[src/rtl/xpose_pkg.sv]
package xpose_pkg;

  localparam int unsigned CFG_W      = 32;
  localparam int unsigned DIM_W      = 12;
  localparam int unsigned EN_BIT     = 5;
  localparam int unsigned MODE_LO    = 6;
  localparam int unsigned DIM_M_LO   = 8;
  localparam int unsigned DIM_N_LO   = 20;

  typedef enum logic [1:0] {
    ELEM_8  = 2'b00,
    ELEM_16 = 2'b01,
    ELEM_32 = 2'b10,
    ELEM_RSVD = 2'b11
  } elem_mode_e;

  typedef enum logic [2:0] {
    REJ_NONE  = 3'd0,
    REJ_NO_HW = 3'd1,
    REJ_MODE  = 3'd2,
    REJ_DIM   = 3'd3,
    REJ_ALIGN = 3'd4
  } rej_code_e;

  typedef struct packed {
    logic             en;
    elem_mode_e       mode;
    logic [DIM_W-1:0] dim_m;
    logic [DIM_W-1:0] dim_n;
  } xpose_opt_t;

endpackage

[src/rtl/xpose_field_decode.sv]
module xpose_field_decode
  import xpose_pkg::*;
(
  input  logic             regform,
  input  logic [CFG_W-1:0] cfg,
  output xpose_opt_t       raw
);

  always_comb begin
    raw.en    = regform & cfg[EN_BIT];
    raw.mode  = elem_mode_e'(cfg[MODE_LO +: 2]);
    raw.dim_m = cfg[DIM_M_LO +: DIM_W];
    raw.dim_n = cfg[DIM_N_LO +: DIM_W];
  end

endmodule

[src/rtl/xpose_rule_check.sv]
module xpose_rule_check
  import xpose_pkg::*;
#(
  parameter int unsigned ADDR_W    = 32,
  parameter int unsigned BUS_BYTES = 8,
  parameter bit          XPOSE_EN  = 1'b1
) (
  input  xpose_opt_t        raw,
  input  logic [ADDR_W-1:0] dst,
  output rej_code_e         code,
  output xpose_opt_t        clean
);

  localparam logic [ADDR_W-1:0] ALIGN_MASK = ADDR_W'(BUS_BYTES - 1);

  generate
    if (XPOSE_EN) begin : g_checks
      logic bad_mode, bad_dim, bad_align;
      assign bad_mode  = (raw.mode == ELEM_RSVD);
      assign bad_dim   = (raw.dim_m == '0) || (raw.dim_n == '0);
      assign bad_align = (dst & ALIGN_MASK) != '0;

      always_comb begin
        if (!raw.en)        code = REJ_NONE;
        else if (bad_mode)  code = REJ_MODE;
        else if (bad_dim)   code = REJ_DIM;
        else if (bad_align) code = REJ_ALIGN;
        else                code = REJ_NONE;
        clean = raw.en ? raw : '0;
      end
    end else begin : g_absent
      always_comb begin
        code  = raw.en ? REJ_NO_HW : REJ_NONE;
        clean = '0;
      end
    end
  endgenerate

endmodule

[src/rtl/xpose_slot.sv]
module xpose_slot #(
  parameter int unsigned W = 8
) (
  input  logic         clk,
  input  logic         rst,
  input  logic         load,
  input  logic [W-1:0] d,
  input  logic         drain,
  output logic         valid,
  output logic         free,
  output logic [W-1:0] q
);

  assign free = !valid || drain;

  always_ff @(posedge clk) begin
    if (rst)        valid <= 1'b0;
    else if (load)  valid <= 1'b1;
    else if (drain) valid <= 1'b0;
  end

  always_ff @(posedge clk) begin
    if (load) q <= d;
  end

endmodule

[src/rtl/xpose_req_decoder.sv]
module xpose_req_decoder
  import xpose_pkg::*;
#(
  parameter int unsigned ADDR_W    = 32,
  parameter int unsigned LEN_W     = 32,
  parameter int unsigned ID_W      = 4,
  parameter int unsigned BUS_BYTES = 8,
  parameter bit          XPOSE_EN  = 1'b1
) (
  input  logic              clk,
  input  logic              rst,
  input  logic              in_valid,
  output logic              in_ready,
  input  logic              in_regform,
  input  logic [ID_W-1:0]   in_id,
  input  logic [ADDR_W-1:0] in_src,
  input  logic [ADDR_W-1:0] in_dst,
  input  logic [LEN_W-1:0]  in_len,
  input  logic [31:0]       in_cfg,
  output logic              out_valid,
  input  logic              out_ready,
  output logic [ID_W-1:0]   out_id,
  output logic [ADDR_W-1:0] out_src,
  output logic [ADDR_W-1:0] out_dst,
  output logic [LEN_W-1:0]  out_len,
  output logic [31:0]       out_cfg,
  output logic              out_xpose,
  output logic [1:0]        out_mode,
  output logic [11:0]       out_dim_m,
  output logic [11:0]       out_dim_n,
  output logic              rsp_valid,
  input  logic              rsp_ready,
  output logic [ID_W-1:0]   rsp_id,
  output logic [2:0]        rsp_code
);

  typedef struct packed {
    logic [ID_W-1:0]   id;
    logic [ADDR_W-1:0] src;
    logic [ADDR_W-1:0] dst;
    logic [LEN_W-1:0]  len;
    logic [CFG_W-1:0]  cfg;
    xpose_opt_t        opt;
  } issue_t;

  typedef struct packed {
    logic [ID_W-1:0] id;
    rej_code_e       code;
  } reply_t;

  localparam int unsigned ISSUE_W = $bits(issue_t);
  localparam int unsigned REPLY_W = $bits(reply_t);

  xpose_opt_t raw_opt, clean_opt;
  rej_code_e  rej;
  logic       accept, iss_free, rsp_free;
  issue_t     iss_d, iss_q;
  reply_t     rep_d, rep_q;

  xpose_field_decode i_decode (
    .regform (in_regform),
    .cfg     (in_cfg),
    .raw     (raw_opt)
  );

  xpose_rule_check #(
    .ADDR_W    (ADDR_W),
    .BUS_BYTES (BUS_BYTES),
    .XPOSE_EN  (XPOSE_EN)
  ) i_rules (
    .raw   (raw_opt),
    .dst   (in_dst),
    .code  (rej),
    .clean (clean_opt)
  );

  assign in_ready = iss_free && rsp_free;
  assign accept   = in_valid && in_ready;

  assign iss_d = '{id: in_id, src: in_src, dst: in_dst, len: in_len,
                   cfg: in_cfg, opt: clean_opt};
  assign rep_d = '{id: in_id, code: rej};

  xpose_slot #(.W(ISSUE_W)) i_issue_slot (
    .clk   (clk),
    .rst   (rst),
    .load  (accept && (rej == REJ_NONE)),
    .d     (iss_d),
    .drain (out_ready),
    .valid (out_valid),
    .free  (iss_free),
    .q     (iss_q)
  );

  xpose_slot #(.W(REPLY_W)) i_reply_slot (
    .clk   (clk),
    .rst   (rst),
    .load  (accept && (rej != REJ_NONE)),
    .d     (rep_d),
    .drain (rsp_ready),
    .valid (rsp_valid),
    .free  (rsp_free),
    .q     (rep_q)
  );

  assign out_id    = iss_q.id;
  assign out_src   = iss_q.src;
  assign out_dst   = iss_q.dst;
  assign out_len   = iss_q.len;
  assign out_cfg   = iss_q.cfg;
  assign out_xpose = iss_q.opt.en;
  assign out_mode  = iss_q.opt.mode;
  assign out_dim_m = iss_q.opt.dim_m;
  assign out_dim_n = iss_q.opt.dim_n;
  assign rsp_id    = rep_q.id;
  assign rsp_code  = rep_q.code;

endmodule

[config.mk]
export PLATFORM = sky130hd
export DESIGN_NAME = xpose_req_decoder
export DESIGN_NICKNAME = d
export VERILOG_FILES = /design/src/rtl/xpose_pkg.sv /design/src/rtl/xpose_field_decode.sv /design/src/rtl/xpose_rule_check.sv /design/src/rtl/xpose_slot.sv /design/src/rtl/xpose_req_decoder.sv
export SDC_FILE = /design/constraint.sdc
export NUM_CORES = 1
export LEC_CHECK = 0
export BUFFER_PORTS_ARGS = -buffer_cell sky130_fd_sc_hd__buf_4
export CAP_MARGIN = 20
export CORE_MARGIN = 10
export CORE_UTILIZATION = 45
export CTS_BUF_LIST = sky130_fd_sc_hd__clkbuf_8
export CTS_CLUSTER_DIAMETER = 30
export CTS_CLUSTER_SIZE = 16
export DETAILED_ROUTE_END_ITERATION = 7
export HOLD_SLACK_MARGIN = 0.1
export PLACE_DENSITY = 0.8
export RECOVER_POWER = 25
export SLEW_MARGIN = 25
export SYNTH_ARGS = -nofsm -noshare
export SYNTH_HDL_FRONTEND = slang
export SYNTH_SLANG_ARGS = --single-unit
[constraint.sdc]
create_clock -name clk -period 16.74 [get_ports clk]
set_input_delay 3.348 -clock clk [delete_from_list [all_inputs] [get_ports clk]]
set_output_delay 3.348 -clock clk [all_outputs]
set_load 0.1 [all_outputs]
# After elaboration in Yosys (flattened, before gate mapping)
# Index checks and enable logic that the tools add are counted.
[op_classes]
reduce_logical = 16
add_sub_neg = 0
n_eq_ne = 1
n_div = 0
mux = 9
bitwise = 1
order_cmp = 0
shifts = 0
n_mul = 0
[op_table]
columns = ["cell", "count"]
rows = [
  ["nonzero test 32 bit", 1],
  ["two-way mux 27 bit", 1],
  ["logical NOT 12 bit", 2],
  ["two-way mux 3 bit", 4],
  ["logical AND 1 bit", 4],
  ["two-way mux 1 bit", 4],
  ["nonzero test 2 bit", 2],
  ["logical NOT 3 bit", 1],
  ["logical OR 1 bit", 3],
  ["nonzero test 3 bit", 1],
  ["equality test 2 bit (second input constant)", 1],
  ["logical NOT 1 bit", 2],
  ["bitwise AND 1 bit", 1],
]
[word_totals]
mem_bits_rw = 0
word_cells = 32
register_bits = 168
latch_bits = 0
mem_bits_ro = 0
n_memories = 0

# Longest topological paths before layout
[depth]
ltp_word = 8
ltp_mapped = 4
mapped_depth_nobuf = 4

# By module
# A second synthesis with hierarchy kept.
[unflattened]
cells_unflattened = 250
area_unflattened_um2 = 5595.4
[modules_own_cells]
columns = ["module", "area_each_um2", "n_inst", "cells_each"]
rows = [
  ["xpose_slot (i_issue_slot)", 4820.9, 1, 163],
  ["xpose_rule_check", 285.3, 1, 44],
  ["xpose_slot (i_reply_slot)", 256.5, 1, 11],
  ["xpose_field_decode", 201.4, 1, 27],
  ["xpose_req_decoder", 31.3, 1, 5],
]

# Worst setup path before layout
# Ideal clock, no wire load.
[synth_timing]
path_type = "in2reg"
startpoint = "in rsp_ready"
endpoint = "reg i_issue_slot.q[0] (enable)"
slack_ns = 3.142
stages = 4
arrival_ns = 12.869
setup_time_ns = 0.730
path_cell_list = "inv_1 a21oi_1 nand2_1 a21oi_1"
[synth_via]
elab_chain_cells = 4
[synth_rtl]
columns = ["item", "line", "text"]
rows = [
  ["from (decl)", "xpose_req_decoder.sv:32", "input logic rsp_ready,"],
  ["logical OR 1 bit", "xpose_slot.sv:14", "assign free = !valid || drain;"],
  ["logical AND 1 bit", "xpose_req_decoder.sv:77", "assign in_ready = iss_free && rsp_free;"],
  ["net in_ready", "xpose_req_decoder.sv:13", "output logic in_ready,"],
  ["logical AND 1 bit", "xpose_req_decoder.sv:78", "assign accept = in_valid && in_ready;"],
  ["logical AND 1 bit", "xpose_req_decoder.sv:87", ".load (accept && (rej == REJ_NONE)),"],
  ["net i_issue_slot.load", "xpose_slot.sv:6", "input logic load,"],
  ["to (signal assigned)", "xpose_slot.sv:23", "if (load) q <= d;"],
  ["to (decl)", "xpose_slot.sv:11", "output logic [W-1:0] q"],
]
# The timed path passes the listed nets, and every way through them passes these cells.
# A chain may end at the register's enable or synchronous reset.

# Worst setup path after layout
[layout_timing]
startpoint = "in rsp_ready"
endpoint = "out in_ready"
[layout_via]
elab_chain_cells = 2
[layout_rtl]
columns = ["item", "line"]
rows = [
  ["logical OR 1 bit", "xpose_slot.sv:14"],
  ["logical AND 1 bit", "xpose_req_decoder.sv:77"],
  ["to (decl)", "xpose_req_decoder.sv:13"],
]
# No other way between the ends.

==> results.env <==
OUTCOME='completed'
CLOCK_TREE_SKEW_AFTER_FINAL_LAYOUT_PS=7.35
AREAGROWTHSYNTHTOFINISH_PCT=52.0
SYNTH_TOP_CELL_BY_AREA='edfxtp_1'
POST_CTS_CLOCK_SLEW_AT_THE_LAUNCH_AND_CAPTURE_REGISTERS_OF_THE_WORST_SETUP_AND_HOLD_PATHS_PS=80
NUM_VIAS=3522
SYNTHDOMINANTCELLAREASHARE_PCT=92.5
TIMING.CRITICAL_PATH.FROM_TYPE='primary input'
DRT-INITIAL-DRC-COUNT=228
N_FILL_CELL=765
GRTUSAGETOTAL_PCT=20.4
GRT_PASS1_VIAS=3739
CP.BUFFERS_INVERTERS=3
PERIOD_SHARE_PCT=44.3
LAYOUT-DRIVE-GT1-SHARE_PCT=57.3
ANT_NETS=0
HOLD_CLASS='reg2reg'
SYN-INSTANCE-COUNT=229
FIN_NETS=691
NETLIST-CELL-TYPE-COUNT=19
MOSTFREQUENTLAYOUTCELL='buf_4'
CLOCK_SINK_COUNT=168
DRV.MAX_CAP_VIOLATION_COUNT=0
CLOCK_PATH_BUFFERS=2
CTS_HOLD_BUF=0
CLK_LATENCY_PS=440
FINAL_CORE_OCC_PCT=70.8
PLACEMENT.IO_BUFFERS=306
LAYOUT_MIN_CYCLE_TIME_PS=7420
MAX_STAGE_DELAY_PS=350
VDD_DROP_MAX_V=0.0000716
SYNTH-WARNING-COUNT=0
DIE_W_UM=129
ROWS=39
CTS_TREE='yes'
TIMING.CRITICAL_PATH.CELLS='buf_4 -> inv_1 -> a21oi_1 -> buf_4'
WORST_SLEW_PIN_SLEW_PS=954
DIEHEIGHT_UM=129
AVGVIACOUNTPERCELL=4.97
POSTSYNTHNETCOUNT=367
CTSRESIZECOUNT=0
FLOORPLAN.CORE_AREA_UM2=11600
ROUTE.DETAILED.DRC=0
DP_HPWL_MM=13.7
SYNTH.AVG_CELL_AREA_UM2=23.5
DRT_PASS1_ITERATIONS=4
SETUP_TOTAL_NEGATIVE_SLACK_PS=0
WORST-SETUP-PATH-TYPE='in2out'
TIMING.CRITICAL_PATH.TO_TYPE='output port'
RELSLEWSLACK_PCT=36.4
UNREPAIRED_SETUP_ENDPOINTS_AFTER_GLOBAL_ROUTING='no'
CP.ARRIVAL_PS=4070
MOST_USED_CELL_ALONG_THE_CRITICAL_PATH='buf_4'
GRT_MAX_DEGREE=84
DIE_AREA_UM2=16800
PLACE_CONGESTION=0.883
GRT_REMAINING_OVERFLOW=0
POSTROUTEWIRELENGTH_MM=17.3
SYNTH.CELL_AREA_UM2=5390
MAXCLOCKFREQUENCY_GHz=0.135
SETUP_VIOL_COUNT_FINAL=0
WORST_PATH_MAX_DELAY_CELL='buf_4'
TIMING.CRITICAL_PATH.REQUIRED_PS=13390
TIMING_MAX_TRANSITION_VIOLATIONS_FINAL=0
CRIT_FANOUT=3
MOST_USED_CELLS_IN_THE_LAYOUT_EXCLUDING_FILL_AND_TAP_CELLS='187 x buf_4, 166 x edfxtp_1, 106 x clkbuf_4'
NUMCTSBUFFERS=17
CPLARGESTDELAYFAMILY='buffers and inverters'
ANTENNADIODECOUNT=0
SYNTH_AREA_LEADERS='edfxtp_1 93%, and3_1 3.1%, dfxtp_1 0.74%, nor4_1 0.70%, nand2_1 0.35%'
GRT_ANTENNA_BEFORE_REPAIR=0
FLOORPLAN.INITIALDENSITY_PCT=46.6
CTS_HTREE_LEVELS=4
HOLD_VIOLATIONS=0
AVGROUTEDWIREPERCELL_UM=24.5
SYNTH_SEQ_AREA_SHARE_PCT=93.2
POWER.LEAKAGE_nW=3.42
CTSROOTBUFFERMASTER='clkbuf_8'
CELLPOWERDENSITY_nW_PER_UM2=125
GRT_PASS1_WL_MM=24.2
TOP_LEVEL_PORTS=307
YOSYS_REGISTER_BITS=168
POST_CTS.REPAIR.SETUP_BUFFERS=0
[worst paths after layout]
check / start / endpoint / slack (ps) / depth (start not counted)
setup / recovery: rsp_ready / in_ready / 9320 / 4
hold / removal: i_reply_slot.valid$_SDFFE_PP0P_ / i_reply_slot.valid$_SDFFE_PP0P_ / 550 / 2
setup reg to reg: i_issue_slot.valid$_SDFFE_PP0P_ / i_issue_slot.q[87]$_DFFE_PP_ / 13770 / 7
hold reg to reg: i_reply_slot.valid$_SDFFE_PP0P_ / i_reply_slot.valid$_SDFFE_PP0P_ / 550 / 2
[synthesized netlist by cell type]
library cell,number
nand4_1,1
a221oi_2,1
and2_4,1
and3_1,27
o32ai_1,1
nor2b_1,2
and3_2,1
nor4_1,6
a21oi_1,3
nand2_1,5
nor3_1,1
inv_1,2
nor4b_1,1
nand3b_1,1
dfxtp_1,2
nand3_1,3
a31oi_1,1
clkbuf_1,4
edfxtp_1,166
[power by group]
part | internal [W] | switching, W | total (W)
sequential | 0.000494 | 0.00000721 | 0.000501
clock | 0.000127 | 0.000133 | 0.000260
combinational | 0.0000504 | 0.000214 | 0.000264
total | 0.000671 | 0.000354 | 0.00102
[stage by stage]
step	worst slack [ps]	hold slack, ps	std cells	total power, W	instance area (µm²)
global route	9270	566	708	0.00106	8190
floorplan	3140	982	229	0.000711	5390
finish	9320	545	708	0.00102	8190
global placement	9390	536	676	0.000775	7880
CTS	9330	545	707	0.00104	8230
detailed placement	9340	529	676	0.000778	7880
[cell families (layout without fill, tap and decap cells)]
group	count (synthesis)	in the layout	synth area share, %
DFF	168	168	93.2
and+or+nand+nor	49	49	5.50
AOI/OAI and AO/OA	6	6	0.836
buffers and inverters	6	342	0.418
[metal layers]
metal  wire [µm]  global-route usage, %  up-vias
met1        5330                   18.8     1739
li1            -                      -     1572
met2        9550                   37.0      188
met5           0                      0        -
met3        2130                   11.5       23
met4         338                   6.88        0
[layout make-up]
type	instances	area (µm²)	area share, %
Clock buffer	17	234	2.86
Timing Repair Buffer	309	2280	27.8
Clock inverter	14	119	1.45
Sequential cell	168	5020	61.3
Inverter	2	7.51	0.0916
Tap cell	143	179	2.18
Multi-Input combinational cell	55	353	4.31
[worst min-delay path, stage by stage (launching register included)]
cell	delay, ps
dfxtp_1	330
nand2_1	100
a221oi_2	70
[sequential cells by signal (all words and copies together) (netlist names)]
register            cells
i_reply_slot.q          7
i_issue_slot.valid      1
i_issue_slot.q        159
i_reply_slot.valid      1
No activity file was read; power rests on OpenSTA's default activity.
